**src/rtl/alu8_pkg.sv**
```systemverilog
package alu8_pkg;
  localparam int DW = 8;
  localparam int NF = 5;
  localparam int OPW = 5;
  localparam int FC = 0;
  localparam int FV = 1;
  localparam int FZ = 2;
  localparam int FN = 3;
  localparam int FH = 4;
  localparam logic [NF-1:0] M_ALL  = 5'b11111;
  localparam logic [NF-1:0] M_NZVC = 5'b01111;
  localparam logic [NF-1:0] M_NZV  = 5'b01110;
  localparam logic [NF-1:0] M_NZC  = 5'b01101;

  typedef enum logic [OPW-1:0] {
    OP_ADD = 5'd0,  OP_ADC = 5'd1,  OP_SUB = 5'd2,  OP_SBC = 5'd3,
    OP_CMP = 5'd4,  OP_AND = 5'd5,  OP_OR  = 5'd6,  OP_XOR = 5'd7,
    OP_COM = 5'd8,  OP_NEG = 5'd9,  OP_INC = 5'd10, OP_DEC = 5'd11,
    OP_ASL = 5'd12, OP_ASR = 5'd13, OP_LSR = 5'd14, OP_ROL = 5'd15,
    OP_ROR = 5'd16, OP_DAA = 5'd17
  } alu_op_e;

  typedef struct packed {
    logic [DW-1:0] res;
    logic [NF-1:0] flg;
    logic [NF-1:0] upd;
    logic          wr;
  } alu_out_t;
endpackage

```
**src/rtl/alu8_arith.sv**
```systemverilog
module alu8_arith
  import alu8_pkg::*;
(
  input  logic [OPW-1:0] op,
  input  logic [DW-1:0]  a,
  input  logic [DW-1:0]  b,
  input  logic           cin,
  output alu_out_t       o
);
  logic [DW-1:0] ax, bx, bb;
  logic          sub, ci, c0;
  logic [DW:0]   full;

  always_comb begin
    ax  = a;
    bx  = b;
    sub = 1'b0;
    ci  = 1'b0;
    case (op)
      OP_ADC:         ci = cin;
      OP_SUB, OP_CMP: sub = 1'b1;
      OP_SBC: begin sub = 1'b1; ci = cin; end
      OP_NEG: begin sub = 1'b1; ax = '0; bx = a; end
      OP_INC: bx = DW'(1);
      OP_DEC: begin sub = 1'b1; bx = DW'(1); end
      default: ;
    endcase
    bb   = sub ? ~bx : bx;
    c0   = sub ? ~ci : ci;
    full = {1'b0, ax} + {1'b0, bb} + {{DW{1'b0}}, c0};
  end

  always_comb begin
    o         = '0;
    o.res     = full[DW-1:0];
    o.wr      = 1'b1;
    o.flg[FN] = full[DW-1];
    o.flg[FZ] = (full[DW-1:0] == '0);
    o.flg[FV] = (ax[DW-1] == bb[DW-1]) && (full[DW-1] != ax[DW-1]);
    o.flg[FH] = ax[4] ^ bb[4] ^ full[4];
    o.flg[FC] = sub ? ~full[DW] : full[DW];
    case (op)
      OP_ADD, OP_ADC:                 o.upd = M_ALL;
      OP_SUB, OP_SBC, OP_NEG:         o.upd = M_NZVC;
      OP_CMP: begin o.upd = M_NZVC; o.wr = 1'b0; end
      OP_INC, OP_DEC:                 o.upd = M_NZV;
      default: begin o.upd = '0; o.wr = 1'b0; end
    endcase
  end
endmodule

```
**src/rtl/alu8_bitops.sv**
```systemverilog
module alu8_bitops
  import alu8_pkg::*;
(
  input  logic [OPW-1:0] op,
  input  logic [DW-1:0]  a,
  input  logic [DW-1:0]  b,
  input  logic           cin,
  output alu_out_t       o
);
  logic [DW-1:0] r;
  logic          co, fill, is_shift;

  always_comb begin
    r        = a;
    co       = cin;
    is_shift = 1'b0;
    fill     = 1'b0;
    case (op)
      OP_AND: r = a & b;
      OP_OR:  r = a | b;
      OP_XOR: r = a ^ b;
      OP_COM: begin r = ~a; co = 1'b1; end
      OP_ASL, OP_ROL: begin
        is_shift = 1'b1;
        co       = a[DW-1];
        r        = {a[DW-2:0], (op == OP_ROL) ? cin : 1'b0};
      end
      OP_ASR, OP_LSR, OP_ROR: begin
        is_shift = 1'b1;
        co       = a[0];
        if (op == OP_ASR)      fill = a[DW-1];
        else if (op == OP_ROR) fill = cin;
        r = {fill, a[DW-1:1]};
      end
      default: ;
    endcase
  end

  always_comb begin
    o         = '0;
    o.res     = r;
    o.wr      = 1'b1;
    o.flg[FN] = r[DW-1];
    o.flg[FZ] = (r == '0);
    o.flg[FC] = co;
    o.flg[FV] = is_shift ? (r[DW-1] ^ co) : 1'b0;
    case (op)
      OP_AND, OP_OR, OP_XOR: o.upd = M_NZV;
      OP_COM, OP_ASL, OP_ASR, OP_LSR, OP_ROL, OP_ROR: o.upd = M_NZVC;
      default: begin o.upd = '0; o.wr = 1'b0; end
    endcase
  end
endmodule

```
**src/rtl/alu8_bcd.sv**
```systemverilog
module alu8_bcd
  import alu8_pkg::*;
#(
  parameter int DIGIT_MAX = 9
) (
  input  logic [DW-1:0] a,
  input  logic          hin,
  input  logic          cin,
  output alu_out_t      o
);
  localparam logic [DW-1:0] PAIR_MAX = DW'(DIGIT_MAX * 16 + DIGIT_MAX);
  localparam logic [3:0]    FIX      = 4'(15 - DIGIT_MAX);

  logic          lo_fix, hi_fix;
  logic [DW-1:0] adj, r;

  always_comb begin
    lo_fix    = (a[3:0] > 4'(DIGIT_MAX)) || hin;
    hi_fix    = (a > PAIR_MAX) || cin;
    adj       = {hi_fix ? FIX : 4'h0, lo_fix ? FIX : 4'h0};
    r         = a + adj;
    o         = '0;
    o.res     = r;
    o.wr      = 1'b1;
    o.upd     = M_NZC;
    o.flg[FN] = r[DW-1];
    o.flg[FZ] = (r == '0);
    o.flg[FC] = hi_fix;
  end
endmodule

```
**src/rtl/alu8_unit.sv**
```systemverilog
module alu8_unit
  import alu8_pkg::*;
(
  input  logic           clk,
  input  logic           rst,
  input  logic [OPW-1:0] op_i,
  input  logic [DW-1:0]  a_i,
  input  logic [DW-1:0]  b_i,
  input  logic [NF-1:0]  flags_i,
  output logic [DW-1:0]  res_o,
  output logic [NF-1:0]  flags_o,
  output logic [NF-1:0]  upd_o,
  output logic           wr_o
);
  alu_out_t o_ar, o_bt, o_bcd, sel;

  alu8_arith u_arith (.op(op_i), .a(a_i), .b(b_i), .cin(flags_i[FC]), .o(o_ar));
  alu8_bitops u_bitops (.op(op_i), .a(a_i), .b(b_i), .cin(flags_i[FC]), .o(o_bt));
  alu8_bcd #(.DIGIT_MAX(9)) u_bcd (.a(a_i), .hin(flags_i[FH]), .cin(flags_i[FC]), .o(o_bcd));

  always_comb begin
    sel = '0;
    case (op_i)
      OP_ADD, OP_ADC, OP_SUB, OP_SBC, OP_CMP, OP_NEG, OP_INC, OP_DEC: sel = o_ar;
      OP_AND, OP_OR, OP_XOR, OP_COM, OP_ASL, OP_ASR, OP_LSR, OP_ROL, OP_ROR: sel = o_bt;
      OP_DAA: sel = o_bcd;
      default: begin sel.res = a_i; sel.upd = '0; sel.wr = 1'b0; end
    endcase
  end

  always_ff @(posedge clk) begin
    if (rst) begin
      res_o   <= '0;
      flags_o <= '0;
      upd_o   <= '0;
      wr_o    <= 1'b0;
    end else begin
      res_o   <= sel.res;
      flags_o <= (sel.flg & sel.upd) | (flags_i & ~sel.upd);
      upd_o   <= sel.upd;
      wr_o    <= sel.wr;
    end
  end
endmodule

```
**config.mk**
```make
export PLATFORM = sky130hd
export DESIGN_NAME = alu8_unit
export DESIGN_NICKNAME = d
export VERILOG_FILES = /design/src/rtl/alu8_pkg.sv /design/src/rtl/alu8_arith.sv /design/src/rtl/alu8_bitops.sv /design/src/rtl/alu8_bcd.sv /design/src/rtl/alu8_unit.sv
export SDC_FILE = /design/constraint.sdc
export NUM_CORES = 1
export LEC_CHECK = 0
export BUFFER_PORTS_ARGS = -buffer_cell sky130_fd_sc_hd__clkbuf_2
export CORE_MARGIN = 4
export CORE_UTILIZATION = 50
export CTS_CLUSTER_DIAMETER = 200
export CTS_CLUSTER_SIZE = 8
export DETAILED_ROUTE_END_ITERATION = 16
export GPL_TIMING_DRIVEN = 0
export PLACE_DENSITY = 0.78
export SLEW_MARGIN = 30
export SYNTH_ARGS = -nofsm -noshare
export SYNTH_HDL_FRONTEND = slang
export SYNTH_SLANG_ARGS = --single-unit
```
**constraint.sdc**
```tcl
create_clock -name clk -period 5.05 [get_ports clk]
set_clock_uncertainty 0.2 [all_clocks]
set_input_delay 1.01 -clock clk [delete_from_list [all_inputs] [get_ports clk]]
set_output_delay 1.01 -clock clk [all_outputs]
set_load 0.01 [all_outputs]
```
==> qor.yml <==
maxSlewViolCount: 0
p_int_mw: 0.339
crit_fanout: 10
ios: 47
grt_pass1_vias: 2680
fmax_mhz: 221
critPathLaunchType: "input pin"
synth_top_flop_cell: "dfxtp_1"
status: "completed"
row_count: 25
endpoint_kind: "register"
fin_tns_setup_ns: 0
syn_area_sq_um: 2570
cts_resized: 0
min_to: "flags_o[3]"
muxShareOfSynthArea_pct: 1.61
synth_fa_ha_area_share_pct: 15.5
cts_root_buf: "clkbuf_8"
grtUsageTotal_pct: 25.5
drc_errors: 0
numClockSinks: 18
grt_max_degree: 11
dieHeight_um: 79.7
htreeDepth: 1
dr_total_vias: 2920
layout_setup_ws_ns: 0.518
dp_hpwl_um: 6480
synth_top_family_by_area: "compound AO/OA/AOI/OAI gates"
final_common_cell: "clkbuf_2"
ant_nets: 0
synth-seq-cells: 18
path_cells: "clkbuf_2 > buf_6 > buf_2 > mux2i_1 > o22ai_1 > nand2_2 > xnor2_1 > fa_1 > fa_1 > xnor2_1 > or4_1 > a2111oi_2 > a32oi_1 > o21ai_1"
final_nets: 441
maxCapViolCount: 0
switching_share_pct: 39.5
synth_compound_gate_area_share_pct: 31.3
synthArstFlopShare_pct: 0
cts_hold_buf: 0
layout_common_cells: "clkbuf_2, nor2_1, ha_1"
min_delay_path_depth: 3
synth-xor-area-share_pct: 7.88
worstHoldStart: "flags_i[3]"
p_sw_mw: 0.221
routed_via_density: 6.50
arrival_ns: 4.49
worst_hold_slack_ns: 0.791
drtIter0Drc: 264
power.share.sequential_pct: 28.2
clk_pin_slew_ns: 0.06
p_per_area_nw_per_um2: 191
port_buffers: 44
grt_pass1_wl_um: 12900
start_util_pct: 53.1
placed_area_sq_um: 2880
relSlewSlack_pct: 40.6
wl_per_cell_um: 18.1
synth.yosys.seq_area_share_pct: 14.0
drt_first_pass_iters: 5
coreArea_sq_um: 4850
fin_crit_sh_pct: 89.7
fin_area_sq_um: 2930
synthSimpleGateAreaFrac_pct: 21.7
slowest_stage: "or4_1"
combPwrFrac_pct: 52.1
place_ws_ns: 0.334
synth_edf_count: 0
totalWireLength_um: 8140
cts_buffer_depth: 2
synth_area_per_cell_sq_um: 7.70
grt.overflow.total: 0
cts_buffers: 3
die_w_um: 79.7
grt_antenna_before_repair: 0
rsz0062_at_grt: "false"
fillers: 474
syn_to_final_growth_pct: 14.0
crit_required_ns: 5.01
synthCells: 334
crit_path_max_incr_delay_ns: 0.50
min_path_type: "input pin to register"
vdd_drop_max_mv: 0.117
diodes: 0
synth_nets: 392
p_leak_nw: 1.32
synth_cell_type_count: 74
fp.dieArea_sq_um: 6360
layout_min_cycle_time_ns: 4.53
finalSetupViolations: 0
tightestPinTransition_ns: 0.884
path_class: "input pin to register"
clockPowerShare_pct: 19.7
postCtsSetupBuffers: 0
yosys_warnings: 0
place_congestion: 0.994
drive_above_1_share_pct: 19.1
hold_viol: 0
cts_tree: "done"
-- worst max-delay path: cells and delay by family --
| family | cells | cell delay [ns] |
|---|---|---|
| buffers and inverters | 3 | 0.56 |
| AOI/OAI and AO/OA | 4 | 0.78 |
| and+or+nand+nor | 2 | 0.72 |
| adders and majority gates | 2 | 0.89 |
| muxes | 1 | 0.11 |
| xor gates and xnor gates | 2 | 0.41 |
-- synth_stat cells (8+ instances only) --
| cell | count | share of area [%] |
|---|---|---|
| a21oi_1 | 19 | 3.7 |
| clkbuf_1 | 8 | 1.2 |
| dfxtp_1 | 18 | 14 |
| ha_1 | 27 | 13 |
| inv_1 | 25 | 3.6 |
| nand2_1 | 18 | 2.6 |
| nor2_1 | 33 | 4.8 |
| nor3_1 | 9 | 1.8 |
| o21ai_0 | 9 | 1.8 |
| o22ai_1 | 8 | 1.9 |
| xnor2_1 | 8 | 2.7 |
| xor2_1 | 12 | 4.1 |
-- final cells by class --
| cell class | count | area [sq um] | area share (%) |
|---|---|---|---|
| Multi-Input combinational cell | 270 | 2010 | 68.5 |
| Sequential cell | 18 | 360 | 12.3 |
| Inverter | 27 | 101 | 3.46 |
| Clock buffer | 4 | 55.1 | 1.88 |
| Buffer | 19 | 104 | 3.54 |
| Tap cell | 67 | 83.8 | 2.86 |
| Timing Repair Buffer | 44 | 220 | 7.51 |
-- through the flow --
stage | total power [mW] | util, % | std cells
floorplan | 0.358 | - | 334
global placement | 0.440 | 59.3 | 445
detailed placement | 0.446 | 59.3 | 445
CTS | 0.555 | 60.5 | 449
global route | 0.594 | 60.5 | 449
finish | 0.560 | 60.5 | 449
-- logic make-up after synthesis --
family                   after synthesis
buffers and inverters                 46
multiplexers                           4
AO/OA/AOI/OAI                        108
adder cells (fa/ha/maj)               30
XOR/XNOR                              21
AND/OR/NAND/NOR                      107
flip-flops                            18
-- sequential cells by signal (all words and copies together), names as in the netlist --
register,flops
wr_o,1
upd_o,4
res_o,8
flags_o,5
-- worst max path at each step --
| stage | depth (start not counted) | startpoint | to |
|---|---|---|---|
| 2_1_floorplan | 13 | op_i[1] | flags_o[2] |
| 6_report | 14 | op_i[0] | flags_o[2] |
| 3_5_place_dp | 14 | op_i[0] | flags_o[2] |
| 3_3_place_gp | 14 | op_i[0] | flags_o[2] |
| 4_1_cts | 14 | op_i[0] | flags_o[2] |
| 5_1_grt | 14 | op_i[2] | flags_o[1] |
-- power groups by stage --
stage          Sequential [mW]  Clock [mW]  Combinational [mW]
6_report                 0.158       0.110               0.291
2_1_floorplan            0.168           0               0.190
5_1_grt                  0.159       0.119               0.317
4_1_cts                  0.158       0.111               0.286
3_5_place_dp             0.161           0               0.285
3_3_place_gp             0.161           0               0.279
-- layer usage --
metal	part of all wire, %	up-vias	GRT usage (%)
li1	-	1341	-
met1	41	1337	33.4
met2	44	207	41.3
met3	10	35	2.82
met4	4.2	0	12.3
met5	0	-	0
(Power assumes the default switching activity.)
